File: config.mk
export PLATFORM = sky130hd
export DESIGN_NAME = lin_slave_rx_seq
export DESIGN_NICKNAME = d
export VERILOG_FILES = /design/src/rtl/lin_rx_pkg.sv /design/src/rtl/lin_byte_rx.sv /design/src/rtl/lin_cksum_acc.sv /design/src/rtl/lin_rx_flags.sv /design/src/rtl/lin_slave_rx_seq.sv
export SDC_FILE = /design/constraint.sdc
export NUM_CORES = 1
export LEC_CHECK = 0
export CAP_MARGIN = 20
export CORE_MARGIN = 2
export CORE_UTILIZATION = 40
export CTS_BUF_LIST = sky130_fd_sc_hd__clkbuf_4 sky130_fd_sc_hd__clkbuf_8
export CTS_CLUSTER_DIAMETER = 200
export DETAILED_ROUTE_END_ITERATION = 7
export GPL_TIMING_DRIVEN = 0
export SYNTH_ARGS = -nofsm -noshare
export SYNTH_HDL_FRONTEND = slang
export SYNTH_SLANG_ARGS = --single-unit
export TNS_END_PERCENT = 1
File: constraint.sdc
create_clock -name clk -period 4.1 [get_ports clk]
set_input_delay 1.23 -clock clk [delete_from_list [all_inputs] [get_ports clk]]
set_output_delay 1.23 -clock clk [all_outputs]
set_load 0.02 [all_outputs]
File: src/rtl/lin_rx_pkg.sv
package lin_rx_pkg;

  typedef enum logic [3:0] {
    ST_SLEEP = 4'd0,
    ST_INIT  = 4'd1,
    ST_IDLE  = 4'd2,
    ST_BREAK = 4'd3,
    ST_DELIM = 4'd4,
    ST_SYNC  = 4'd5,
    ST_IDENT = 4'd6,
    ST_HDR   = 4'd7,
    ST_DATA  = 4'd8,
    ST_CKSUM = 4'd9
  } lin_state_e;

  localparam logic [7:0] SYNC_PATTERN = 8'h55;

  // 8-bit addition with the carry folded back into bit 0
  function automatic logic [7:0] wrap_add(input logic [7:0] a, input logic [7:0] b);
    logic [8:0] s;
    s = {1'b0, a} + {1'b0, b};
    return s[7:0] + {7'd0, s[8]};
  endfunction

endpackage

File: src/rtl/lin_byte_rx.sv
module lin_byte_rx #(
  parameter int DATA_BITS = 8
) (
  input  logic                 clk,
  input  logic                 rst_n,
  input  logic                 en_i,
  input  logic                 tick_i,
  input  logic                 rx_i,
  output logic                 start_o,
  output logic                 done_o,
  output logic                 ferr_o,
  output logic [DATA_BITS-1:0] byte_o
);
  localparam int IW = $clog2(DATA_BITS + 1);

  logic                 busy_q, busy_d;
  logic [IW-1:0]        idx_q, idx_d;
  logic [DATA_BITS-1:0] sh_q, sh_d;
  logic                 sample, at_stop;

  always_comb begin
    sample  = en_i & tick_i;
    at_stop = busy_q & (idx_q == IW'(DATA_BITS));
    start_o = sample & ~busy_q & ~rx_i;
    done_o  = sample & at_stop & rx_i;
    ferr_o  = sample & at_stop & ~rx_i;
    busy_d  = busy_q;
    idx_d   = idx_q;
    sh_d    = sh_q;
    if (!en_i) begin
      busy_d = 1'b0;
      idx_d  = '0;
    end else if (start_o) begin
      busy_d = 1'b1;
      idx_d  = '0;
    end else if (sample && busy_q) begin
      if (at_stop) begin
        busy_d = 1'b0;
      end else begin
        sh_d  = {rx_i, sh_q[DATA_BITS-1:1]};
        idx_d = idx_q + 1'b1;
      end
    end
  end

  always_ff @(posedge clk or negedge rst_n) begin
    if (!rst_n) begin
      busy_q <= 1'b0;
      idx_q  <= '0;
      sh_q   <= '0;
    end else begin
      busy_q <= busy_d;
      idx_q  <= idx_d;
      sh_q   <= sh_d;
    end
  end

  assign byte_o = sh_q;

  AST_BUSY_NEEDS_START: assert property (@(posedge clk) disable iff (!rst_n)
    $rose(busy_q) |-> $past(start_o));

endmodule

File: src/rtl/lin_cksum_acc.sv
module lin_cksum_acc (
  input  logic       clk,
  input  logic       rst_n,
  input  logic       clr_i,
  input  logic       add_i,
  input  logic [7:0] byte_i,
  input  logic [7:0] cks_i,
  output logic       match_o
);
  import lin_rx_pkg::*;

  logic [7:0] sum_q, sum_d;

  always_comb begin
    sum_d = sum_q;
    if (clr_i)      sum_d = 8'h00;
    else if (add_i) sum_d = wrap_add(sum_q, byte_i);
  end

  always_ff @(posedge clk or negedge rst_n) begin
    if (!rst_n) sum_q <= 8'h00;
    else        sum_q <= sum_d;
  end

  assign match_o = (wrap_add(sum_q, cks_i) == 8'hFF);

endmodule

File: src/rtl/lin_rx_flags.sv
module lin_rx_flags #(
  parameter int MAX_DATA = 8,
  parameter int IDXW     = $clog2(MAX_DATA)
) (
  input  logic                  clk,
  input  logic                  rst_n,
  input  logic                  init_clr_i,
  input  logic                  store_i,
  input  logic [IDXW-1:0]       idx_i,
  input  logic [7:0]            byte_i,
  input  logic                  set_ready_i,
  input  logic                  clr_ready_i,
  input  logic                  clr_ne_i,
  output logic                  ready_o,
  output logic                  ne_o,
  output logic [MAX_DATA*8-1:0] data_o
);
  logic ready_d, ne_d;

  always_comb begin
    ready_d = ready_o;
    ne_d    = ne_o;
    if (init_clr_i)       ready_d = 1'b0;
    else if (set_ready_i) ready_d = 1'b1;
    else if (clr_ready_i) ready_d = 1'b0;
    if (init_clr_i)       ne_d = 1'b0;
    else if (store_i)     ne_d = 1'b1;
    else if (clr_ne_i)    ne_d = 1'b0;
  end

  always_ff @(posedge clk or negedge rst_n) begin
    if (!rst_n) begin
      ready_o <= 1'b0;
      ne_o    <= 1'b0;
    end else begin
      ready_o <= ready_d;
      ne_o    <= ne_d;
    end
  end

  for (genvar k = 0; k < MAX_DATA; k++) begin : g_lane
    logic lane_en;
    assign lane_en = store_i && (idx_i == IDXW'(k));
    always_ff @(posedge clk or negedge rst_n) begin
      if (!rst_n)       data_o[8*k +: 8] <= 8'h00;
      else if (lane_en) data_o[8*k +: 8] <= byte_i;
    end
  end

  AST_INIT_CLEARS_FLAGS: assert property (@(posedge clk) disable iff (!rst_n)
    init_clr_i |=> (!ready_o && !ne_o));
  AST_NE_SET_ON_STORE: assert property (@(posedge clk) disable iff (!rst_n)
    (store_i && !init_clr_i) |=> ne_o);

endmodule

File: src/rtl/lin_slave_rx_seq.sv
module lin_slave_rx_seq #(
  parameter int MAX_DATA  = 8,
  parameter int BRK_SHORT = 10,
  parameter int BRK_LONG  = 11,
  parameter int LENW      = $clog2(MAX_DATA + 1)
) (
  input  logic                  clk,
  input  logic                  rst_n,
  input  logic                  rx_i,
  input  logic                  bit_tick_i,
  input  logic                  brk_long_i,
  input  logic [LENW-1:0]       data_len_i,
  input  logic                  init_i,
  input  logic                  sleep_i,
  input  logic                  autowake_i,
  input  logic                  clr_ready_i,
  input  logic                  clr_notempty_i,
  output logic [3:0]            state_o,
  output logic [7:0]            ident_o,
  output logic [MAX_DATA*8-1:0] data_o,
  output logic                  buf_ready_o,
  output logic                  buf_notempty_o
);
  import lin_rx_pkg::*;

  localparam int BRKW = $clog2(BRK_LONG + 1);
  localparam int IDXW = $clog2(MAX_DATA);

  lin_state_e      state_q, state_d, err_state;
  logic            last_q, sleep_q;
  logic [BRKW-1:0] cnt_q, cnt_d, brk_thr;
  logic [IDXW-1:0] didx_q, didx_d;
  logic [7:0]      ident_d;
  logic            rx_en, byte_start, byte_done, byte_ferr, last_byte, cks_match;
  logic            cks_clr, cks_add, store, set_ready, sleep_rise;
  logic [7:0]      rx_byte;

  assign brk_thr    = brk_long_i ? BRKW'(BRK_LONG) : BRKW'(BRK_SHORT);
  assign err_state  = rx_i ? ST_IDLE : ST_BREAK;
  assign sleep_rise = sleep_i & ~sleep_q;
  assign last_byte  = (LENW'(didx_q) + LENW'(1)) == data_len_i;
  assign rx_en      = (state_q == ST_SYNC) || (state_q == ST_IDENT) || (state_q == ST_HDR)
                   || (state_q == ST_DATA) || (state_q == ST_CKSUM);

  lin_byte_rx #(.DATA_BITS(8)) u_byte (
    .clk(clk), .rst_n(rst_n), .en_i(rx_en), .tick_i(bit_tick_i), .rx_i(rx_i),
    .start_o(byte_start), .done_o(byte_done), .ferr_o(byte_ferr), .byte_o(rx_byte)
  );

  lin_cksum_acc u_cks (
    .clk(clk), .rst_n(rst_n), .clr_i(cks_clr), .add_i(cks_add),
    .byte_i(rx_byte), .cks_i(rx_byte), .match_o(cks_match)
  );

  lin_rx_flags #(.MAX_DATA(MAX_DATA), .IDXW(IDXW)) u_flags (
    .clk(clk), .rst_n(rst_n), .init_clr_i(state_q == ST_INIT), .store_i(store),
    .idx_i(didx_q), .byte_i(rx_byte), .set_ready_i(set_ready),
    .clr_ready_i(clr_ready_i), .clr_ne_i(clr_notempty_i),
    .ready_o(buf_ready_o), .ne_o(buf_notempty_o), .data_o(data_o)
  );

  always_comb begin
    state_d   = state_q;
    cnt_d     = cnt_q;
    didx_d    = didx_q;
    ident_d   = ident_o;
    cks_clr   = 1'b0;
    cks_add   = 1'b0;
    store     = 1'b0;
    set_ready = 1'b0;
    if (state_q == ST_SLEEP) begin
      if ((!sleep_i && !init_i) || (autowake_i && bit_tick_i && !rx_i)) state_d = ST_IDLE;
    end else if (sleep_rise) begin
      state_d = ST_SLEEP;
    end else if (init_i) begin
      state_d = ST_INIT;
    end else if (byte_ferr) begin
      state_d = err_state;
      cnt_d   = BRKW'(1);
    end else begin
      unique case (state_q)
        ST_INIT:  state_d = ST_IDLE;
        ST_IDLE:  if (bit_tick_i && !rx_i && last_q) begin
                    state_d = ST_BREAK;
                    cnt_d   = BRKW'(1);
                  end
        ST_BREAK: if (bit_tick_i) begin
                    if (rx_i)                        state_d = err_state;
                    else if (cnt_q + 1'b1 >= brk_thr) state_d = ST_DELIM;
                    else                             cnt_d = cnt_q + 1'b1;
                  end
        ST_DELIM: if (bit_tick_i && rx_i) begin
                    state_d = ST_SYNC;
                    cks_clr = 1'b1;
                  end
        ST_SYNC:  if (byte_done) state_d = (rx_byte == SYNC_PATTERN) ? ST_IDENT : err_state;
        ST_IDENT: if (byte_done) begin
                    ident_d = rx_byte;
                    state_d = ST_HDR;
                  end
        ST_HDR:   if (byte_start) begin
                    state_d = ST_DATA;
                    didx_d  = '0;
                  end
        ST_DATA:  if (byte_done) begin
                    store   = 1'b1;
                    cks_add = 1'b1;
                    if (last_byte) state_d = ST_CKSUM;
                    else           didx_d  = didx_q + 1'b1;
                  end
        ST_CKSUM: if (byte_done) begin
                    set_ready = cks_match;
                    state_d   = cks_match ? ST_IDLE : err_state;
                  end
        default:  state_d = ST_IDLE;
      endcase
    end
  end

  always_ff @(posedge clk or negedge rst_n) begin
    if (!rst_n) begin
      state_q <= ST_INIT;
      last_q  <= 1'b1;
      sleep_q <= 1'b0;
      cnt_q   <= '0;
      didx_q  <= '0;
      ident_o <= 8'h00;
    end else begin
      state_q <= state_d;
      sleep_q <= sleep_i;
      cnt_q   <= cnt_d;
      didx_q  <= didx_d;
      ident_o <= ident_d;
      if (bit_tick_i) last_q <= rx_i;
    end
  end

  assign state_o = state_q;

  AST_STATE_LEGAL: assert property (@(posedge clk) disable iff (!rst_n)
    state_q <= ST_CKSUM);
  AST_DELIM_FROM_BREAK: assert property (@(posedge clk) disable iff (!rst_n)
    (state_q == ST_DELIM && $past(state_q) != ST_DELIM) |-> $past(state_q) == ST_BREAK);
  AST_DATA_FROM_HDR: assert property (@(posedge clk) disable iff (!rst_n)
    (state_q == ST_DATA && $past(state_q) != ST_DATA) |-> $past(state_q) == ST_HDR);
  AST_BREAK_ON_DOMINANT: assert property (@(posedge clk) disable iff (!rst_n)
    (state_q == ST_BREAK && $past(state_q) != ST_BREAK) |-> !$past(rx_i));
  AST_READY_AFTER_CKSUM: assert property (@(posedge clk) disable iff (!rst_n)
    $rose(buf_ready_o) |-> $past(state_q) == ST_CKSUM);
  AST_SLEEP_EXIT_IDLE: assert property (@(posedge clk) disable iff (!rst_n)
    ($past(state_q) == ST_SLEEP && state_q != ST_SLEEP) |-> state_q == ST_IDLE);

endmodule

==> impl_metrics.py, run 1 <==
metrics = {
    "final_layout": {
        "final_area_um2": 6685,
        "multi_input_area_um2": 2507,
        "drive_above_1_share": 0.2336,
        "diodes": 0,
        "ff_latch_area_um2": 2705,
        "final_nets": 578,
        "num-fill-cells": 1218,
        "final_util": 0.5089,
        "areaGrowthSynthToFinish_pct": 24.78,
        "stdcell_count": 724,
    },
    "yosys": {
        "ys_seq_area_frac": 0.5049,
        "yosysTopAreaCell": "dfrtp_1",
        "yosys-top-cells-count": "dfrtp_1, mux2_2, nand2_1, ha_1, nor2_1",
        "ys_warn_count": 0,
        "ys_ff_latch": 108,
        "synth.area.top_cells": "dfrtp_1, mux2_2, ha_1, nand2_1, xor2_1",
        "synthesis.nets": 476,
        "syn_area_um2": 5358,
        "synth_cells": 441,
        "ys_types": 67,
        "synth_top_flop_cell": "dfrtp_1",
        "yosysTopAreaCellShare": 0.4951,
        "async_flop_share": 1.000,
        "synth_edf_count": 0,
        "yosysMostFrequentCell": "dfrtp_1",
        "synth_area_per_cell_um2": 12.15,
    },
    "sta": {
        "fin_worst_skew_ns": 0.01578,
        "period_share": 0.8704,
        "hold_violations": 0,
        "setup_viol": 0,
        "grt_setup_unrepaired": "false",
        "tightest_slew_ns": 0.8015,
        "min_period_ns": 3.569,
        "drv_slew": 0,
        "max_slew_margin": 0.4632,
        "finalSetupTns_ns": 0,
        "fmax_mhz": 280.2,
    },
    "place": {
        "globalplace.congestion": 0.8851,
        "hpwlAfterDp_um": 8924,
        "dp_cells": 708,
        "dpl_cell_area_um2": 6504,
        "portBuffers": 90,
    },
    "worst_setup_path": {
        "cp.depth": 16,
        "path_cells": "ha_1, fa_1, a211oi_1, o21bai_1, a21oi_1, nor2b_1, o21ai_0, nand2b_1, ha_1, ha_1, nand2_1, inv_1, o21ai_0, nand3_1, a311o_1, o21ai_1",
        "crit_family": "compound AO/OA/AOI/OAI gates",
        "reg2reg_depth": 16,
        "critical_path_class": "flop to flop",
        "path_buf_inv": 1,
        "critPathArrivalTime_ns": 3.88,
        "worst_path_most_repeated_cell": "ha_1",
        "critical-path-max-stage-delay_ns": 0.41,
        "cp.required_ns": 4.41,
        "timing.rr.end": "u_flags.ready_o",
        "ff2ff_setup_slack_ns": 0.53,
        "critPathMaxFanout": 3,
        "startpoint_type": "flop",
        "cp-end-kind": "flop",
        "rr_startpoint": "u_byte.byte_o[0]",
        "cp_slowest_cell": "dfrtp_1",
    },
    "min_path": {
        "min_path_type": "flop to flop",
        "hold_start": "last_q",
        "hold_depth": 2,
        "worstHoldEndpoint": "last_q",
    },
    "routing": {
        "vias_per_cell": 5.243,
        "wl_per_cell_um": 17.34,
        "first_pass_iters": 4,
        "drt_iter0_drc": 163,
        "via_count": 3796,
        "drt-total-wl_um": 12550,
        "antenna_left": 0,
        "drc": 0,
    },
    "die": {
        "die_w_um": 119.7,
        "rows": 42,
        "core_area_um2": 13140,
        "start_util": 0.4078,
        "ios": 92,
        "die_h_um": 119.7,
        "dieArea_um2": 14340,
    },
    "global_routing": {
        "grt_pass1_wl_um": 20730,
        "first_global_vias": 3930,
        "grt_max_degree": 66,
        "track_usage": 0.1859,
        "grt_antenna_before_repair": 0,
        "grt_overflow": 0,
    },
    "clocking": {
        "cts_tree": "done",
        "cts_hold_buf": 0,
        "cts_resized": 0,
        "cts_buffers": 9,
        "clock_sinks": 108,
        "cts_setup_buffers": 0,
        "clk_pin_slew_worst_paths_ns": 0.10,
        "cts-root-buf": "clkbuf_8",
        "clk_latency_ns": 0.40,
        "clockBufferDepth": 2,
        "cts_max_level": 3,
    },
    "status": {
        "outcome": "finished clean",
    },
    "power_and_ir_drop": {
        "power_density_nw_per_um2": 343.3,
        "ir_worst_vdd_mv": 0.2656,
        "finalPower_mw": 2.295,
        "p_leak_nw": 3.150,
    },
    "job": {
        "drv_cap": 0,
    },
}
==> power breakdown <==
part | switching, mW | leakage (nW) | total (mW) | internal [mW]
logic | 0.315 | 1.57 | 0.534 | 0.219
clock network | 0.394 | 0.0934 | 0.624 | 0.231
registers | 0.0349 | 1.49 | 1.14 | 1.10
total | 0.744 | 3.15 | 2.30 | 1.55
==> state kept, by name (all words and copies together), names as in the netlist, 3 cells and up <==
name and flops:
u_cks.sum_q 8, cnt_q 4, didx_q 3, ident_o 8
state_o 4, u_flags.data_o 64, u_byte.idx_q 4, u_byte.byte_o 8
==> how the worst max path moves through the flow <==
stage	startpoint	endpoint	slack (ns)
2_1_floorplan	u_byte.byte_o[0]	u_flags.ready_o	0.95
3_3_place_gp	rst_n	u_flags.data_o[40]	-2.45
3_5_place_dp	sleep_i	u_flags.data_o[60]	0.34
4_1_cts	u_byte.byte_o[0]	u_flags.ready_o	0.55
5_1_grt	u_byte.byte_o[0]	u_flags.ready_o	0.22
6_report	u_byte.byte_o[0]	u_flags.ready_o	0.53
==> cell type report <==
| class | instances | area share |
|---|---|---|
| inverter | 11 | 0.006176 |
| multi-input combinational | 300 | 0.3751 |
| timing repair buffer | 91 | 0.1385 |
| clock buffer | 9 | 0.01853 |
| clock inverter | 7 | 0.008609 |
| buffer | 22 | 0.01553 |
| tap | 176 | 0.03294 |
| sequential | 108 | 0.4046 |
==> cells in the final DEF (no fill, tap or decap), drive strengths merged, types with 8 or more instances in the layout <==
cell	instances
xor2	10
inv	14
o21ai	15
ha	20
buf	10
nor2	21
nand2	28
clkbuf	23
dfrtp	106
clkdlybuf4s50	89
nand3	11
a21oi	13
a22o	8
mux2	84
==> per-layer routing <==
metal,GRT usage,up-vias,part of all wire
li1,-,1787,-
met1,0.2346,1890,0.44
met2,0.2954,109,0.46
met3,0.07700,10,0.084
met4,0.05074,0,0.011
met5,0,-,0
==> tightest hold or removal path, stage by stage, from the launching register on <==
cell and delay, ns:
dfstp_2 0.38, inv_1 0.04, o21ai_0 0.06
==> metrics by stage <==
step	hold slack, ns	setup slack, ns
6_report	0.4773	0.5312
5_1_grt	0.5285	0.2170
4_1_cts	0.4825	0.5528
3_5_place_dp	0.4646	0.3351
3_3_place_gp	0.4645	-2.446
2_1_floorplan	0.4485	0.9513
==> kinds of logic (layout without fill, tap and decap cells) <==
family,after synthesis,after routing,share of synthesized area
mux,86,86,0.1817
flops,108,108,0.5049
fa+ha+maj,21,21,0.05044
buf+inv,33,140,0.02709
simple gates,106,106,0.1105
compound gates,70,70,0.09762
xor+xnor,17,17,0.02779
No activity file was read; power rests on OpenSTA's default activity.
==> run 2, diff against run 1 <==
--- a/config.mk
+++ b/config.mk
@@ -6,12 +6,13 @@
 export NUM_CORES = 1
 export LEC_CHECK = 0
 export CAP_MARGIN = 20
-export CORE_MARGIN = 2
+export CORE_MARGIN = 10
 export CORE_UTILIZATION = 40
 export CTS_BUF_LIST = sky130_fd_sc_hd__clkbuf_4 sky130_fd_sc_hd__clkbuf_8
 export CTS_CLUSTER_DIAMETER = 200
 export DETAILED_ROUTE_END_ITERATION = 7
 export GPL_TIMING_DRIVEN = 0
+export REMOVE_ABC_BUFFERS = 1
 export SYNTH_ARGS = -nofsm -noshare
 export SYNTH_HDL_FRONTEND = slang
 export SYNTH_SLANG_ARGS = --single-unit
==> run 2 against run 1 <==
  * Sequential cell count unchanged
  * Largest power group unchanged
  * Cell area decreased by 0.77%
  * Clock skew decreased by 0.0075 ns
  * Worst setup slack got worse by 0.18 ns
  * Power increased by 2.9%
  * Hold slack improved by 0.00099 ns
  * Clock power increased by 17%
==> impl_metrics.py, run 2 (synthesized netlist as in run 1, its figures left out) <==
metrics = {
    "worst_setup_path": {
        "rr_startpoint": "u_byte.byte_o[0]",
        "cp-end-kind": "flop",
        "timing.rr.end": "u_flags.ready_o",
        "critPathMaxFanout": 12,
        "cp.required_ns": 4.41,
        "critPathArrivalTime_ns": 4.07,
        "ff2ff_setup_slack_ns": 0.35,
        "startpoint_type": "flop",
        "reg2reg_depth": 16,
        "critical_path_class": "flop to flop",
    },
    "global_routing": {
        "first_global_vias": 3862,
        "grt_antenna_before_repair": 1,
        "track_usage": 0.1423,
        "grt_overflow": 0,
        "grt_max_degree": 70,
        "grt_pass1_wl_um": 20680,
    },
    "final_layout": {
        "mostFrequentLayoutCell": "dfrtp_1",
        "final_nets": 557,
        "final_cell_mix": "dfrtp_1, clkdlybuf4s50_1, mux2_2",
        "largest_reg_flops": 64,
        "final_area_um2": 6634,
        "stdcell_count": 703,
        "final_util": 0.5029,
        "diodes": 0,
        "ff_latch_area_um2": 2705,
        "largest-register": "u_flags.data_o",
        "areaGrowthSynthToFinish_pct": 23.82,
        "multi_input_area_um2": 2507,
        "num-fill-cells": 1165,
        "drive_above_1_share": 0.2277,
    },
    "sta": {
        "grt_setup_unrepaired": "false",
        "finalSetupTns_ns": 0,
        "max_slew_margin": 0.4115,
        "fmax_mhz": 266.5,
        "setup_viol": 0,
        "timing.hold.ws_ns": 0.4783,
        "hold_violations": 0,
        "period_share": 0.9152,
        "drv_slew": 0,
        "tightest_slew_ns": 0.8786,
        "fin_worst_skew_ns": 0.008292,
        "min_period_ns": 3.752,
    },
    "clocking": {
        "clk_latency_ns": 0.37,
        "clockBufferDepth": 2,
        "cts_resized": 0,
        "cts_tree": "done",
        "cts_setup_buffers": 0,
        "cts_max_level": 3,
        "clk_pin_slew_worst_paths_ns": 0.10,
        "clock_sinks": 108,
        "cts-root-buf": "clkbuf_8",
        "cts_buffers": 9,
        "cts_hold_buf": 0,
    },
    "routing": {
        "drt-total-wl_um": 12720,
        "vias_per_cell": 5.220,
        "drt_iter0_drc": 163,
        "first_pass_iters": 4,
        "antenna_left": 0,
        "via_count": 3670,
        "wl_per_cell_um": 18.09,
        "drc": 0,
    },
    "min_path": {
        "hold_depth": 2,
        "min_path_type": "flop to flop",
        "hold_start": "last_q",
        "worstHoldEndpoint": "last_q",
    },
    "die": {
        "start_util": 0.4062,
        "core_area_um2": 13190,
        "dieArea_um2": 18420,
        "ios": 92,
        "rows": 42,
        "die_h_um": 135.7,
        "die_w_um": 135.7,
    },
    "place": {
        "hpwlAfterDp_um": 9162,
        "dpl_cell_area_um2": 6402,
        "globalplace.congestion": 0.8630,
        "portBuffers": 91,
        "dp_cells": 687,
    },
    "power_and_ir_drop": {
        "power_density_nw_per_um2": 355.9,
        "p_leak_nw": 3.110,
        "ir_worst_vdd_mv": 0.2849,
    },
    "status": {
        "outcome": "finished clean",
    },
    "job": {
        "drv_cap": 0,
    },
}
run 2: cell types whose count changed in the layout (fill, tap and decap cells not counted), moves of 2 or more:
cell	change
clkbuf_1	-14
buf_2	-5
buf_4	-2
bufinv_16	+2
clkinv_2	-2
inv_8	-2
run 2: how the worst max path moves through the flow:
| stage | start | to | cells after the start |
|---|---|---|---|
| 6_report | u_byte.byte_o[0] | u_flags.ready_o | 16 |
| 5_1_grt | u_byte.byte_o[0] | u_flags.ready_o | 16 |
| 4_1_cts | u_byte.byte_o[0] | u_flags.ready_o | 16 |
| 3_5_place_dp | sleep_i | u_flags.data_o[52] | 7 |
| 3_3_place_gp | rst_n | cnt_q[0] | 1 |
| 2_1_floorplan | u_byte.byte_o[0] | u_flags.ready_o | 16 |
run 2: metal layers:
metal | GRT usage | vias up | share of wire
met4 | 0.03050 | 0 | 0.0064
met3 | 0.05304 | 4 | 0.067
met2 | 0.2473 | 71 | 0.52
met1 | 0.1628 | 1855 | 0.40
li1 | - | 1740 | -
met5 | 0 | - | 0
run 2: area by class of cell:
cell class / instances / area share
Tap cell: 176 / 0.03320
Inverter: 11 / 0.006224
Sequential cell: 108 / 0.4078
Clock buffer: 10 / 0.01980
Clock inverter: 6 / 0.01509
Multi-Input combinational cell: 300 / 0.3780
Timing Repair Buffer: 92 / 0.1399
run 2: metrics by stage:
stage / power [mW] / setup slack, ns
2_1_floorplan: 1.505 / 0.8544
6_report: 2.361 / 0.3478
3_5_place_dp: 1.656 / 0.1197
4_1_cts: 2.397 / 0.3296
3_3_place_gp: 1.647 / -2.360
5_1_grt: 2.494 / 0.04961
run 2: critical path, cell delays in order, from the launching register on:
cell,delay (ns)
dfrtp_1,0.54
ha_1,0.31
fa_1,0.42
a211oi_1,0.35
o21bai_1,0.13
a21oi_1,0.25
nor2b_1,0.08
o21ai_0,0.17
nand2b_1,0.09
ha_1,0.21
ha_1,0.20
nand2_1,0.11
inv_1,0.06
o21ai_0,0.13
nand3_1,0.09
a311o_1,0.41
o21ai_1,0.13
run 2: power breakdown:
| part | leakage [nW] | total (mW) | internal (mW) | switching, mW |
|---|---|---|---|---|
| clock network | 0.109 | 0.728 | 0.357 | 0.371 |
| registers | 1.49 | 1.20 | 1.10 | 0.0974 |
| logic | 1.51 | 0.434 | 0.195 | 0.239 |
| total | 3.11 | 2.36 | 1.65 | 0.708 |
==> run 3, diff against run 2 <==
--- a/config.mk
+++ b/config.mk
@@ -10,6 +10,7 @@
 export CORE_UTILIZATION = 40
 export CTS_BUF_LIST = sky130_fd_sc_hd__clkbuf_4 sky130_fd_sc_hd__clkbuf_8
 export CTS_CLUSTER_DIAMETER = 200
+export CTS_CLUSTER_SIZE = 8
 export DETAILED_ROUTE_END_ITERATION = 7
 export GPL_TIMING_DRIVEN = 0
 export REMOVE_ABC_BUFFERS = 1
==> results of run 3 <==
Final layout, timing and power as in run 2 (identical DEF).
